File: config.mk
export PLATFORM = sky130hd
export DESIGN_NAME = cascade_pic
export DESIGN_NICKNAME = d
export VERILOG_FILES = /design/src/rtl/pic_pkg.sv /design/src/rtl/pic_prio_resolver.sv /design/src/rtl/pic_ack_seq.sv /design/src/rtl/cascade_pic.sv
export SDC_FILE = /design/constraint.sdc
export NUM_CORES = 1
export LEC_CHECK = 0
export ABC_AREA = 1
export BUFFER_PORTS_ARGS = -buffer_cell sky130_fd_sc_hd__buf_2
export CAP_MARGIN = 20
export CORE_ASPECT_RATIO = 0.9
export CORE_UTILIZATION = 45
export DETAILED_ROUTE_END_ITERATION = 10
export MAX_ROUTING_LAYER = met4
export PLACE_DENSITY = 0.79
export SLEW_MARGIN = 20
export SYNTH_ARGS = -nofsm -noshare
export SYNTH_HDL_FRONTEND = slang
export SYNTH_SLANG_ARGS = --single-unit
File: constraint.sdc
create_clock -name clk -period 2.5 [get_ports clk]
set_clock_uncertainty 0.15 [all_clocks]
set_input_delay 0.5 -clock clk [delete_from_list [all_inputs] [get_ports clk]]
set_output_delay 0.5 -clock clk [all_outputs]
set_load 0.005 [all_outputs]
File: src/rtl/pic_pkg.sv
package pic_pkg;
  localparam int unsigned LINES = 8;
  localparam int unsigned IDXW  = $clog2(LINES);
  localparam int unsigned BASEW = 8 - IDXW;

  typedef enum logic [1:0] {
    ACK_IDLE   = 2'd0,
    ACK_FIRST  = 2'd1,
    ACK_SECOND = 2'd2
  } ack_state_e;

  // index of the lowest set bit (0 when none set)
  function automatic logic [IDXW-1:0] lowest_set(input logic [LINES-1:0] v);
    logic [IDXW-1:0] r;
    r = '0;
    for (int i = LINES - 1; i >= 0; i--) begin
      if (v[i]) r = IDXW'(i);
    end
    return r;
  endfunction
endpackage

File: src/rtl/pic_prio_resolver.sv
module pic_prio_resolver
  import pic_pkg::*;
(
  input  logic [LINES-1:0] pend_i,
  input  logic [LINES-1:0] insvc_i,
  input  logic [LINES-1:0] mask_i,
  output logic [IDXW-1:0]  win_idx_o,
  output logic             grant_o,
  output logic [LINES-1:0] insvc_low_oh_o
);
  logic [LINES-1:0] cand;
  logic             cand_any;
  logic             insvc_any;
  logic [IDXW-1:0]  insvc_idx;

  always_comb begin
    cand      = pend_i & ~mask_i;
    cand_any  = |cand;
    win_idx_o = lowest_set(cand);
    insvc_any = |insvc_i;
    insvc_idx = lowest_set(insvc_i);
    grant_o   = cand_any && (!insvc_any || (win_idx_o < insvc_idx));
    insvc_low_oh_o = insvc_i & ~(insvc_i - LINES'(1));
  end
endmodule

File: src/rtl/pic_ack_seq.sv
module pic_ack_seq
  import pic_pkg::*;
(
  input  logic             clk,
  input  logic             rst_n,
  input  logic             inta_n_i,
  input  logic             is_master_i,
  input  logic [IDXW-1:0]  own_addr_i,
  input  logic [IDXW-1:0]  cas_i,
  input  logic [LINES-1:0] slave_mask_i,
  input  logic [BASEW-1:0] vec_base_i,
  input  logic             irq_i,
  input  logic [IDXW-1:0]  win_idx_i,
  output logic             take_o,
  output logic             active_next_o,
  output logic [IDXW-1:0]  cas_o,
  output logic             cas_oe_o,
  output logic [7:0]       vec_o,
  output logic             vec_oe_o
);
  ack_state_e      state_q, state_n;
  logic            inta_q;
  logic            sel_q, sel_n;
  logic [IDXW-1:0] idx_q, idx_n;
  logic            cas_oe_q, cas_oe_n;
  logic            vec_oe_q, vec_oe_n;
  logic [7:0]      vec_q, vec_n;
  logic            fall, hit;

  always_comb begin
    fall     = inta_q && !inta_n_i;
    hit      = irq_i && (is_master_i || (cas_i == own_addr_i));
    state_n  = state_q;
    sel_n    = sel_q;
    idx_n    = idx_q;
    cas_oe_n = cas_oe_q;
    vec_oe_n = vec_oe_q;
    vec_n    = vec_q;
    take_o   = 1'b0;
    unique case (state_q)
      ACK_IDLE: if (fall) begin
        state_n  = ACK_FIRST;
        sel_n    = hit;
        idx_n    = win_idx_i;
        take_o   = hit;
        cas_oe_n = hit && is_master_i && slave_mask_i[win_idx_i];
      end
      ACK_FIRST: if (fall) begin
        state_n  = ACK_SECOND;
        vec_oe_n = sel_q && !(is_master_i && slave_mask_i[idx_q]);
        vec_n    = {vec_base_i, idx_q};
      end
      ACK_SECOND: if (inta_n_i) begin
        state_n  = ACK_IDLE;
        vec_oe_n = 1'b0;
        cas_oe_n = 1'b0;
        sel_n    = 1'b0;
      end
      default: state_n = ACK_IDLE;
    endcase
    active_next_o = (state_n != ACK_IDLE);
  end

  always_ff @(posedge clk or negedge rst_n) begin
    if (!rst_n) begin
      state_q  <= ACK_IDLE;
      inta_q   <= 1'b1;
      sel_q    <= 1'b0;
      idx_q    <= '0;
      cas_oe_q <= 1'b0;
      vec_oe_q <= 1'b0;
      vec_q    <= '0;
    end else begin
      state_q  <= state_n;
      inta_q   <= inta_n_i;
      sel_q    <= sel_n;
      idx_q    <= idx_n;
      cas_oe_q <= cas_oe_n;
      vec_oe_q <= vec_oe_n;
      vec_q    <= vec_n;
    end
  end

  always_comb begin
    if (state_q == ACK_IDLE) begin
      cas_o    = win_idx_i;
      cas_oe_o = is_master_i && irq_i && slave_mask_i[win_idx_i];
    end else begin
      cas_o    = idx_q;
      cas_oe_o = cas_oe_q;
    end
    vec_o    = vec_q;
    vec_oe_o = vec_oe_q;
  end


  vec_after_fall_chk: assert property (@(posedge clk) disable iff (!rst_n)
    $rose(vec_oe_q) |-> !$past(inta_n_i));


  master_silent_chk: assert property (@(posedge clk) disable iff (!rst_n)
    (is_master_i && cas_oe_o) |-> !vec_oe_o);


  slave_no_cas_chk: assert property (@(posedge clk) disable iff (!rst_n)
    !is_master_i |-> !cas_oe_o);
endmodule

File: src/rtl/cascade_pic.sv
module cascade_pic
  import pic_pkg::*;
(
  input  logic             clk,
  input  logic             rst_n,
  input  logic [LINES-1:0] req_i,
  input  logic [LINES-1:0] mask_i,
  input  logic             is_master_i,
  input  logic [LINES-1:0] slave_mask_i,
  input  logic [IDXW-1:0]  own_addr_i,
  input  logic [BASEW-1:0] vec_base_i,
  input  logic             inta_n_i,
  input  logic             eoi_i,
  input  logic [IDXW-1:0]  cas_i,
  output logic [IDXW-1:0]  cas_o,
  output logic             cas_oe_o,
  output logic             irq_o,
  output logic [7:0]       vec_o,
  output logic             vec_oe_o
);
  logic             rst_meta, rst_s_n;
  logic [LINES-1:0] req_q, rise;
  logic [LINES-1:0] pend_q, pend_n;
  logic [LINES-1:0] insvc_q, insvc_n;
  logic             irq_q, irq_n;
  logic [IDXW-1:0]  win_idx;
  logic             grant;
  logic [LINES-1:0] insvc_low_oh;
  logic [LINES-1:0] take_oh;
  logic             take, active_next;

  always_ff @(posedge clk or negedge rst_n) begin
    if (!rst_n) begin
      rst_meta <= 1'b0;
      rst_s_n  <= 1'b0;
    end else begin
      rst_meta <= 1'b1;
      rst_s_n  <= rst_meta;
    end
  end

  pic_prio_resolver u_res (
    .pend_i         (pend_q),
    .insvc_i        (insvc_q),
    .mask_i         (mask_i),
    .win_idx_o      (win_idx),
    .grant_o        (grant),
    .insvc_low_oh_o (insvc_low_oh)
  );

  pic_ack_seq u_ack (
    .clk           (clk),
    .rst_n         (rst_s_n),
    .inta_n_i      (inta_n_i),
    .is_master_i   (is_master_i),
    .own_addr_i    (own_addr_i),
    .cas_i         (cas_i),
    .slave_mask_i  (slave_mask_i),
    .vec_base_i    (vec_base_i),
    .irq_i         (irq_q),
    .win_idx_i     (win_idx),
    .take_o        (take),
    .active_next_o (active_next),
    .cas_o         (cas_o),
    .cas_oe_o      (cas_oe_o),
    .vec_o         (vec_o),
    .vec_oe_o      (vec_oe_o)
  );

  always_comb begin
    rise    = req_i & ~req_q;
    take_oh = take ? (LINES'(1) << win_idx) : '0;
    pend_n  = (pend_q | rise) & ~take_oh;
    insvc_n = (insvc_q & ~(eoi_i ? insvc_low_oh : '0)) | take_oh;
    irq_n   = active_next ? 1'b0 : grant;
  end

  always_ff @(posedge clk or negedge rst_s_n) begin
    if (!rst_s_n) begin
      req_q   <= '0;
      pend_q  <= '0;
      insvc_q <= '0;
      irq_q   <= 1'b0;
    end else begin
      req_q   <= req_i;
      pend_q  <= pend_n;
      insvc_q <= insvc_n;
      irq_q   <= irq_n;
    end
  end

  assign irq_o = irq_q;


  irq_drop_chk: assert property (@(posedge clk) disable iff (!rst_s_n)
    take |=> !irq_o);


  insvc_grow_chk: assert property (@(posedge clk) disable iff (!rst_s_n)
    ($countones(insvc_q) > $countones($past(insvc_q))) |-> $past(take));


  eoi_single_chk: assert property (@(posedge clk) disable iff (!rst_s_n)
    (eoi_i && !take && (insvc_q != '0)) |=>
      ($countones(insvc_q) + 1 == $countones($past(insvc_q))));


  reset_quiet_chk: assert property (@(posedge clk)
    !rst_s_n |-> (!irq_o && !vec_oe_o));
endmodule

==> metrics <==
status=finished, final reports clean; die width=roughly 76 um; die area=about 5200 um^2; area delta synth->final=20.6%; Rows=23; CP arrival=1800 ps; Num Clock Sinks=44; sum of buffers and inverters on the critical path=2; ant diodes=0; CP cell instances=inv_1 > or2_4 > nand2_1 > nand2_1 > nand2_2 > nand2_4 > nand2_4 > nand2_1 > nand2_1 > nand2_1 > nand2_1 > nand2_1 > nand4_1 > nand2_1 > buf_2; # port buffers=53; Pleak=approximately 0.0015 uW; max-slew violations=0; synth cell count leaders=nand2_1 (78), dfrtp_1 (43), inv_1 (39); Hold Crit Class=in -> reg; RSZ-0062 raised after global routing=true; Synth area leader=dfrtp_1; Crit Path Category=reg -> out; CTS buffer count=5; EDFF count, synth=0; critical path's slowest cell=dfrtp_1; IO Count=54; share of flip-flops with an asynchronous set or reset=100%; ys flop type=dfrtp_1; Cells after Synth=between 200 and 300; Initial Utilization=between 40% and 50%; CP Capture Type=output pin; initial antenna violation count=0; r2r startpoint=u_ack.state_q[0]$_DFF_PN0_; hold_sp=req_i[5]; Final nets=379; most common cell in the synthesized netlist=nand2_1; first-pass GRT wire length=~8000 um; cell family with most CP delay=simple AND/OR/NAND/NOR gates; synth warn=0; Skew-Pair Late Insertion Delay=300 ps; Non-Filler Instances=about 400; grt ovf=0; final number of setup-violating endpoints=0; largest net degree at the start of global routing=43; CP Launch Type=flip-flop; Fin Hold WS=~160 ps; Tmin final=approximately 2400 ps; hpwl dp=between 3000 and 4000 um; CTS tree=yes; Inst Count DP=392; max_slew headroom=between 40% and 50%; ANT nets after route=0; top-area cell type share of the netlist area=48.6%; top post-synthesis cells by area=dfrtp_1 (49%), nand2_1 (13%), inv_1 (6.6%); total power=between 2000 and 2500 uW; synthesized area=between 2000 and 2500 um^2; Root Buffer=clkbuf_8; Worst Tran Pin Value=about 890 ps; endpoints failing hold=0; f_max=~400 MHz; Max Cap Violations=0; post-synth cell types=31; Max VDD drop=~0.28 mV; DR iter-0 viols=141; CP max FO=7; Die Ht=between 60 and 70 um; Residual DRC=0; via/cell ratio=roughly 4.8; max incr delay on CP=320 ps; period utilization=a little over nine tenths; Post CTS Setup Buffer Count=0; Syn Nets=319; post-layout util=between 50% and 60%; pwr/cell area=between 700 and 800 nW/um^2; Total GRT Usage=20.8%; post-synthesis area per instance=7.96 um^2; CTS clock-pin slew for the worst setup and hold paths=approximately 80 ps; fraction of layout cells with a size suffix above 1=27.7%; core area=around 4600 um^2; Setup TNS Final=0 ps; #FFs+latches synth=44; Crit path required time=approximately 1900 ps; Critical Path Start=pend_q[4]$_DFF_PN0_; Placer Congestion=~0.99; DR pass1 iterations=4; Avg WL per Cell=roughly 12 um; htree depth=2; vias in the first global route=between 1500 and 2000; via count=between 1500 and 2000; CTS max path bufs=2; Routed WL=4760 um; critical path's most frequent cell=nand2_1; Seq/Total Area, Yosys=between 40% and 50%
[power breakdown]
group | internal (uW) | switching [uW] | total, uW
logic | 237 | 349 | 586
registers | 847 | 92.4 | 939
clock network | 296 | 232 | 528
total | 1380 | 673 | 2050
[cell type report]
cell class	instances	area [um^2]
multi-input cells	182	906
repair buffers	56	290
well taps	62	77.6
flip-flops and latches	44	1100
clock inverters	2	35.0
inverters	49	184
fillers	436	1910
clock buffers	6	72.6
[per-layer routing]
layer	vias up	GRT usage [%]	wire, um
met1	845	26.3	2310
met3	9	4.87	296
met5	-	-	0
met4	0	8.17	72
met2	75	33.3	2080
li1	989	-	-
[cell families after synthesis]
logic type	share of synthesized area, %
compound gates	13.2
xor+xnor	1.19
fa+ha+maj	0.565
buf+inv	9.50
flops	49.8
other cells	0.169
simple gates	25.6
[worst register-to-register path: stages, from the launching register on]
cell	delay (ps)
dfrtp_1	390
nor2_2	180
inv_2	100
nor2_2	210
inv_2	130
nor3_2	440
nand2_1	150
nand2_1	90
inv_1	40
[cell usage in the layout, fill, tap and decap left out, types with 3 or more instances in the layout]
master	n
o21ai_2	3
clkbuf_8	5
xor2_1	3
nor2_1	15
nand2_2	5
inv_2	10
nand2_1	77
nand2_4	3
a21oi_1	17
nor2_2	3
buf_2	53
dfrtp_1	42
o21ai_0	18
nand3_1	9
inv_1	39
o21ai_1	10
a31oi_1	3
[through the flow]
step | cell area, um^2 | setup WS, ps
2_1_floorplan | 2210 | 331
3_5_place_dp | 2550 | 88.3
4_1_cts | 2670 | 48.4
3_3_place_gp | 2550 | 124
5_1_grt | 2670 | -119
6_report | 2670 | 53.9
[timing repair]
item / in CTS / in global routing
hold buffers: 1 / 0
gates cloned: 0 / 0
setup endpoints to repair: 1 / 1
hold endpoints to repair: 2 / 0
gates resized for setup: 1 / 1
[sequential cells by signal (all words and copies together), names as in the netlist]
register        cells
req_q               8
irq_o               1
rst_meta            1
u_ack.cas_oe_q      1
rst_s_n             1
u_ack.idx_q         3
u_ack.vec_oe_o      1
pend_q              8
u_ack.inta_q        1
u_ack.vec_o         8
u_ack.sel_q         1
u_ack.state_q       2
insvc_q             8
[final timing paths]
path / endpoint / slack [ps] / depth (start not counted)
setup / recovery: cas_oe_o / 50 / 15
hold reg to reg: rst_s_n$_DFF_PN0_ / 210 / 0
min in group asynchronous: u_ack.state_q[0]$_DFF_PN0_ / 250 / 0
max in group asynchronous: req_q[1]$_DFF_PN0_ / 1390 / 0
hold / removal: req_q[5]$_DFF_PN0_ / 160 / 1
setup reg to reg: pend_q[0]$_DFF_PN0_ / 520 / 8
Power figures use the tool's default switching activity.
